$ cat config.mk
export PLATFORM = sky130hd
export DESIGN_NAME = async_adv_doorbell
export DESIGN_NICKNAME = d
export VERILOG_FILES = /design/src/rtl/adv_dbl_pkg.sv /design/src/rtl/adv_dbl_regs.sv /design/src/rtl/adv_dbl_reach.sv /design/src/rtl/adv_dbl_headcnt.sv /design/src/rtl/async_adv_doorbell.sv
export SDC_FILE = /design/constraint.sdc
export NUM_CORES = 1
export LEC_CHECK = 0
export BUFFER_PORTS_ARGS = -buffer_cell sky130_fd_sc_hd__buf_2
export CORE_AREA = 2 2 81 83
export CTS_CLUSTER_SIZE = 24
export DETAILED_ROUTE_END_ITERATION = 6
export DIE_AREA = 0 0 83 85
export GPL_ROUTABILITY_DRIVEN = 1
export GPL_TIMING_DRIVEN = 1
export PLACE_DENSITY = 0.86
export RECOVER_POWER = 50
export SLEW_MARGIN = 20
export SYNTH_ARGS = -nofsm -noshare
export SYNTH_HDL_FRONTEND = slang
export SYNTH_SLANG_ARGS = --single-unit
$ cat constraint.sdc
create_clock -name clk -period 2.9 [get_ports clk]
set_clock_uncertainty 0.15 [all_clocks]
set_input_delay 0.435 -clock clk [delete_from_list [all_inputs] [get_ports clk]]
set_output_delay 0.435 -clock clk [all_outputs]
set_load 0.1 [all_outputs]
$ cat src/rtl/adv_dbl_pkg.sv
package adv_dbl_pkg;
  // Completion rule selected at build time.
  typedef enum logic {
    CMPL_REACH      = 1'b0,
    CMPL_HEAD_TWICE = 1'b1
  } cmpl_mode_e;

  // Snapshot slots: slot 0 is the cached queue head, slot 1 its successor.
  localparam int unsigned SNAP_SLOTS = 2;
endpackage

$ cat src/rtl/adv_dbl_regs.sv
module adv_dbl_regs (
  input  logic clk,
  input  logic rst_n,
  input  logic ring_req,
  input  logic sts_wr,
  input  logic sts_wdata,
  input  logic ien_wr,
  input  logic ien_wdata,
  input  logic trk_done,
  output logic start,
  output logic db_q,
  output logic sts_q,
  output logic ien_q,
  output logic irq
);
  // A ring only starts a handshake when none is pending.
  assign start = ring_req & ~db_q;

  always_ff @(posedge clk) begin
    if (!rst_n) begin
      db_q  <= 1'b0;
      sts_q <= 1'b0;
      ien_q <= 1'b0;
    end else begin
      if (trk_done)   db_q <= 1'b0;
      else if (start) db_q <= 1'b1;

      // Completion wins over a software clear on the same edge.
      if (trk_done)                 sts_q <= 1'b1;
      else if (sts_wr && sts_wdata) sts_q <= 1'b0;

      if (ien_wr) ien_q <= ien_wdata;
    end
  end

  assign irq = sts_q & ien_q;
endmodule

$ cat src/rtl/adv_dbl_reach.sv
module adv_dbl_reach #(
  parameter int unsigned ADDR_W = 27,
  parameter int unsigned SLOTS  = 2
) (
  input  logic                         clk,
  input  logic                         rst_n,
  input  logic                         start,
  input  logic                         sched_en,
  input  logic                         cache_vld,
  input  logic [SLOTS-1:0][ADDR_W-1:0] snap_in,
  input  logic                         fire,
  input  logic [ADDR_W-1:0]            fetch_addr,
  output logic                         active,
  output logic                         done
);
  logic             active_q;
  logic [SLOTS-1:0] pass_now;

  for (genvar s = 0; s < SLOTS; s++) begin : g_slot
    // Slot 0 is already resident in the walker, so it starts as visited.
    localparam logic VISITED_INIT = (s == 0);
    logic              live_q;
    logic              seen_q;
    logic              gone_q;
    logic [ADDR_W-1:0] addr_q;
    logic              lands;
    logic              moved_off;

    assign lands     = fire & (fetch_addr == addr_q);
    assign moved_off = fire & ~lands & seen_q;
    assign pass_now[s] = ~live_q | gone_q | moved_off;

    always_ff @(posedge clk) begin
      if (!rst_n) begin
        live_q <= 1'b0;
        seen_q <= 1'b0;
        gone_q <= 1'b0;
        addr_q <= '0;
      end else if (start) begin
        live_q <= cache_vld;
        seen_q <= VISITED_INIT;
        gone_q <= 1'b0;
        addr_q <= snap_in[s];
      end else if (active_q) begin
        if (lands)     seen_q <= 1'b1;
        if (moved_off) gone_q <= 1'b1;
      end
    end
  end

  assign done   = active_q & ((&pass_now) | ~sched_en);
  assign active = active_q;

  always_ff @(posedge clk) begin
    if (!rst_n)     active_q <= 1'b0;
    else if (done)  active_q <= 1'b0;
    else if (start) active_q <= 1'b1;
  end
endmodule

$ cat src/rtl/adv_dbl_headcnt.sv
module adv_dbl_headcnt #(
  parameter int unsigned HEAD_PASSES = 2
) (
  input  logic clk,
  input  logic rst_n,
  input  logic start,
  input  logic sched_en,
  input  logic fire,
  input  logic is_head,
  output logic active,
  output logic done
);
  localparam int unsigned CW = $clog2(HEAD_PASSES + 1);
  localparam logic [CW-1:0] LAST = CW'(HEAD_PASSES - 1);

  logic          active_q;
  logic [CW-1:0] cnt_q;
  logic          head_hit;

  assign head_hit = fire & is_head;
  assign done     = active_q & ((head_hit & (cnt_q == LAST)) | ~sched_en);
  assign active   = active_q;

  always_ff @(posedge clk) begin
    if (!rst_n) begin
      active_q <= 1'b0;
      cnt_q    <= '0;
    end else if (start) begin
      active_q <= 1'b1;
      cnt_q    <= '0;
    end else if (active_q) begin
      if (done)          active_q <= 1'b0;
      else if (head_hit) cnt_q    <= cnt_q + 1'b1;
    end
  end
endmodule

$ cat src/rtl/async_adv_doorbell.sv
module async_adv_doorbell
  import adv_dbl_pkg::*;
#(
  parameter int unsigned ADDR_W      = 27,
  parameter cmpl_mode_e  MODE        = CMPL_REACH,
  parameter int unsigned HEAD_PASSES = 2
) (
  input  logic              clk,
  input  logic              rst_n,
  input  logic              sched_en,
  input  logic              db_ring,
  input  logic              sts_wr,
  input  logic              sts_wdata,
  input  logic              ien_wr,
  input  logic              ien_wdata,
  input  logic              cache_vld,
  input  logic [ADDR_W-1:0] cache_cur,
  input  logic [ADDR_W-1:0] cache_nxt,
  input  logic              fetch_valid,
  output logic              fetch_ready,
  input  logic [ADDR_W-1:0] fetch_addr,
  input  logic              fetch_head,
  output logic              doorbell,
  output logic              adv_status,
  output logic              adv_ien,
  output logic              adv_irq
);
  logic trk_start;
  logic trk_done;
  logic trk_active;
  logic fire;

  // Fetch events are never stalled.
  assign fetch_ready = 1'b1;
  assign fire        = fetch_valid & fetch_ready;

  adv_dbl_regs u_regs (
    .clk       (clk),
    .rst_n     (rst_n),
    .ring_req  (db_ring),
    .sts_wr    (sts_wr),
    .sts_wdata (sts_wdata),
    .ien_wr    (ien_wr),
    .ien_wdata (ien_wdata),
    .trk_done  (trk_done),
    .start     (trk_start),
    .db_q      (doorbell),
    .sts_q     (adv_status),
    .ien_q     (adv_ien),
    .irq       (adv_irq)
  );

  if (MODE == CMPL_REACH) begin : g_reach
    logic [SNAP_SLOTS-1:0][ADDR_W-1:0] snap_in;
    logic unused_head;
    assign snap_in[0]  = cache_cur;
    assign snap_in[1]  = cache_nxt;
    assign unused_head = fetch_head;

    adv_dbl_reach #(.ADDR_W(ADDR_W), .SLOTS(SNAP_SLOTS)) u_trk (
      .clk        (clk),
      .rst_n      (rst_n),
      .start      (trk_start),
      .sched_en   (sched_en),
      .cache_vld  (cache_vld),
      .snap_in    (snap_in),
      .fire       (fire),
      .fetch_addr (fetch_addr),
      .active     (trk_active),
      .done       (trk_done)
    );
  end else begin : g_head
    logic unused_cache;
    assign unused_cache = ^{cache_vld, cache_cur, cache_nxt, fetch_addr};

    adv_dbl_headcnt #(.HEAD_PASSES(HEAD_PASSES)) u_trk (
      .clk      (clk),
      .rst_n    (rst_n),
      .start    (trk_start),
      .sched_en (sched_en),
      .fire     (fire),
      .is_head  (fetch_head),
      .active   (trk_active),
      .done     (trk_done)
    );
  end
endmodule

# [Word level (Yosys, flattened, before mapping)]
# Index checks and enable logic that the tools add are counted.
# W data, S select, Z words.
[totals] ff_bits=62
[classes] eq_ne=2 muxes=5 bitwise=20 n_reduce_logical=11
[ops] operator="$eq A27 B27 Y1" n=2
[ops] operator="$reduce_and A2 Y1" n=5
[ops] operator="$and A1 B1 Y1" n=9
[ops] operator="$not A1 Y1" n=6
[ops] operator="$reduce_bool A2 Y1" n=3
[ops] operator="$mux W1" n=5
[ops] operator="$or A1 B1 Y1" n=5
[ops] operator="$reduce_or A2 Y1" n=2
[ops] operator="$logic_and A1 B1 Y1" n=1

# [Longest topological paths before layout]
[logic_depth] word_depth=10 depth_mapped=6 mapped_depth_nobuf=5

# [By module]
# From an unflattened synthesis, not the netlist that was laid out.
[hier_totals] hier_cells=293 hier_area_um2=3006.6
[by_module_without_submodules] module="adv_dbl_reach" n_inst=1 cells_each=280 area_each_um2=2881.5
[by_module_without_submodules] module="adv_dbl_regs" n_inst=1 cells_each=11 area_each_um2=113.9
[by_module_without_submodules] module="async_adv_doorbell" n_inst=1 cells_each=2 area_each_um2=11.3

# [Worst setup path after synthesis]
# No wires, ideal clock.
[synth_path] kind="flip-flop to output port" startpoint="reg u_regs.sts_q" endpoint="out adv_irq" t_arrival_ps=1812 path_slack_ps=503 stages_incl_launch_ff=2 n_path_buf=0 cell_sequence="dfxtp_1 and2_1"
[synth_via] elab_chain_len=1
[synth_lines] element="start: declaration" line="adv_dbl_regs.sv:12" source="output logic sts_q,"
[synth_lines] element="start signal: assignment" line="adv_dbl_regs.sv:22" source="sts_q <= 1'b0;"
[synth_lines] element="start signal: assignment" line="adv_dbl_regs.sv:29" source="if (trk_done) sts_q <= 1'b1;"
[synth_lines] element="start signal: assignment" line="adv_dbl_regs.sv:30" source="else if (sts_wr && sts_wdata) sts_q <= 1'b0;"
[synth_lines] element="$and A1 B1 Y1" line="adv_dbl_regs.sv:36" source="assign irq = sts_q & ien_q;"
[synth_lines] element="end: declaration" line="async_adv_doorbell.sv:26" source="output logic adv_irq"
# No other way between the ends.

# [Worst setup path after layout]
# Same ends and word-level chain as after synthesis.

==> reports/metrics.yaml <==
diodes: 0
ctsResizeCount: 0
hold_viol_final: 0
setup_viol: 0
worstSetupStartpoint: "u_regs.sts_q$_SDFFE_PN0P_"
synth_xor_xnor_area_share_pct: 16.1
vias_per_cell: 5.03
synth-simple-area-share_pct: 20.8
reg2regPathDepth: 4
arrival_ps: 1680
synth_top_family_by_area: "simple AND/OR/NAND/NOR gates"
cts.sinks: 62
min_path_type: "in2reg"
grt_setup_unrepaired: "no"
setup_tns_ps: 0
grt.overflow.total: 0
ios: 97
place_area_um2: 3460
gp_congestion: 0.826
placed_cells: 508
grt_max_degree: 64
p_leak_nw: 1.65
syn-num-nets: 445
portBuffers: 94
cts.reportedPaths.clkPinSlew_ps: 70
hpwl_um: 5640
yosysSeqAreaShare_pct: 42.1
layout_common_cells: "nand2_1 (115), buf_2 (91), dfxtp_1 (62)"
syn2layout_area_growth_pct: 24.1
max_freq_mhz: 441
nNetsFinal: 534
syn_avg_cell_area_um2: 8.35
instances_no_fill: 524
r2r-start: "u_regs.db_q$_SDFFE_PP0P_"
drtIter0Drc: 162
ys.flop_type: "dfxtp_1"
die_area_um2: 7060
max-slew-margin-rel_pct: 22.6
synth-compound-area-share_pct: 17.3
pwr_density_cell_nw_per_um2: 547
syn-cell-area_um2: 2950
clockRootBuffer: "clkbuf_8"
start_util_pct: 47.5
period_share_pct: 78.2
numCtsBuffers: 9
wirelength_um: 7360
start_kind: "flop"
wl_per_cell_um: 14.1
die_w_um: 83
antenna_left: 0
clk_path_buf_depth: 2
critPathCaptureType: "output port"
grtUsageTotal_pct: 21.6
cp-endpoint: "adv_irq"
ir_drop_v: 0.000367
syn_inst: 353
h-tree-depth: 3
cp.required_ps: 2320
post_cts_buffers: 0
synth_adder_area_share_pct: 0
drcViolationCount: 0
drv_slew: 0
tightestPinTransition_ps: 1170
antenna_found_initial: 0
ys_warn_count: 0
synth_edf_count: 0
grt_pass1_vias: 2639
drtPass1Iterations: 4
synthArstFlopShare_pct: 0
core_region_area_um2: 6200
ys_types: 27
fillers: 555
holdBufCountCts: 0
vias: 2635
clock_latency_ps: 340
cp_max_fo: 3
rows: 29
layout_commonest_cell: "nand2_1"
fin_crit_ps: 2270
cts_tree: "done"
grt_pass1_wl_um: 12000
synthMuxAreaShare_pct: 0.340
ys_seq_elements: 62
r2r-end: "g_reach.u_trk.g_slot[0].addr_q[13]$_SDFFE_PN0P_"
outcome: "finished clean"
cap_violations: 0
final_area_um2: 3660
r2r_setup_slack_ps: 850
critical_path_class: "reg2out"
die_h_um: 85
drive_gt1_share_pct: 25.5
-- synth_stat cells (3+ instances only) --
cell | number | share of area, %
nor4_1 | 12 | 2.5
nand4_1 | 3 | 0.64
nand2_1 | 115 | 15
clkbuf_1 | 10 | 1.3
buf_2 | 9 | 1.5
nor3_1 | 5 | 0.85
dfxtp_1 | 62 | 42
nand3_1 | 4 | 0.68
xor2_1 | 54 | 16
a21boi_0 | 55 | 14
a21oi_1 | 4 | 0.68
-- routing by layer --
| metal | vias up | GRT usage (%) | part of all wire, % |
|---|---|---|---|
| li1 | 1343 | - | - |
| met1 | 1190 | 24.8 | 41 |
| met2 | 90 | 37.5 | 49 |
| met3 | 12 | 6.32 | 7.6 |
| met4 | 0 | 9.39 | 2.1 |
| met5 | - | 0 | 0 |
-- sequential cells by signal (all words and copies together), names as in the netlist --
name	count
g_reach.u_trk.g_slot.gone_q	2
g_reach.u_trk.g_slot.live_q	1
u_regs.sts_q	1
g_reach.u_trk.g_slot.addr_q	54
g_reach.u_trk.g_slot.seen_q	2
u_regs.db_q	1
u_regs.ien_q	1
-- logic make-up after synthesis --
logic type / after synthesis
flops: 62
compound gates: 67
other cells: 1
xor+xnor: 54
mux: 1
buf+inv: 22
simple gates: 146
-- critical path: stages (launching register included) --
cell,delay (ps)
dfxtp_1,350
and2_1,130
clkbuf_1,860
-- where the power goes --
group	total [W]	internal (W)	switching [W]
Clock	0.000770	0.000443	0.000327
Sequential	0.000936	0.000901	0.0000346
Combinational	0.000295	0.000125	0.000170
-- final cells by class --
class                      instances  area [um2]  area share, %
multi-input combinational        269        1610           44.1
sequential                        62        1240           33.9
timing repair buffer              98         497           13.6
clock buffer                      13         159           4.35
tap                               77        96.3           2.64
clock inverter                     3        42.5           1.16
inverter                           2        7.51          0.205
-- stage by stage --
step | worst slack [ps] | utilization, % | hold slack (ps) | total power [W]
4_1_cts | 956 | 59.1 | 179 | 0.00201
2_1_floorplan | 503 | - | 299 | 0.00113
5_1_grt | 558 | 58.9 | 186 | 0.00209
3_5_place_dp | 747 | 55.8 | 323 | 0.00125
3_3_place_gp | 805 | 55.8 | 310 | 0.00124
6_report | 631 | 58.9 | 182 | 0.00200
-- how the worst min path moves through the flow --
stage                                           startpoint  depth (start not counted)                                              end  slack (ps)
2_1_floorplan  g_reach.u_trk.g_slot[0].gone_q$_SDFFE_PP0P_                          2      g_reach.u_trk.g_slot[0].gone_q$_SDFFE_PP0P_         300
3_3_place_gp   g_reach.u_trk.g_slot[0].gone_q$_SDFFE_PP0P_                          2      g_reach.u_trk.g_slot[0].gone_q$_SDFFE_PP0P_         310
3_5_place_dp   g_reach.u_trk.g_slot[0].gone_q$_SDFFE_PP0P_                          2      g_reach.u_trk.g_slot[0].gone_q$_SDFFE_PP0P_         320
4_1_cts                                      cache_nxt[17]                          3  g_reach.u_trk.g_slot[1].addr_q[17]$_SDFFE_PN0P_         180
5_1_grt                                      cache_nxt[15]                          3  g_reach.u_trk.g_slot[1].addr_q[15]$_SDFFE_PN0P_         190
6_report                                     cache_nxt[17]                          3  g_reach.u_trk.g_slot[1].addr_q[17]$_SDFFE_PN0P_         180
Power figures use the tool's default switching activity.
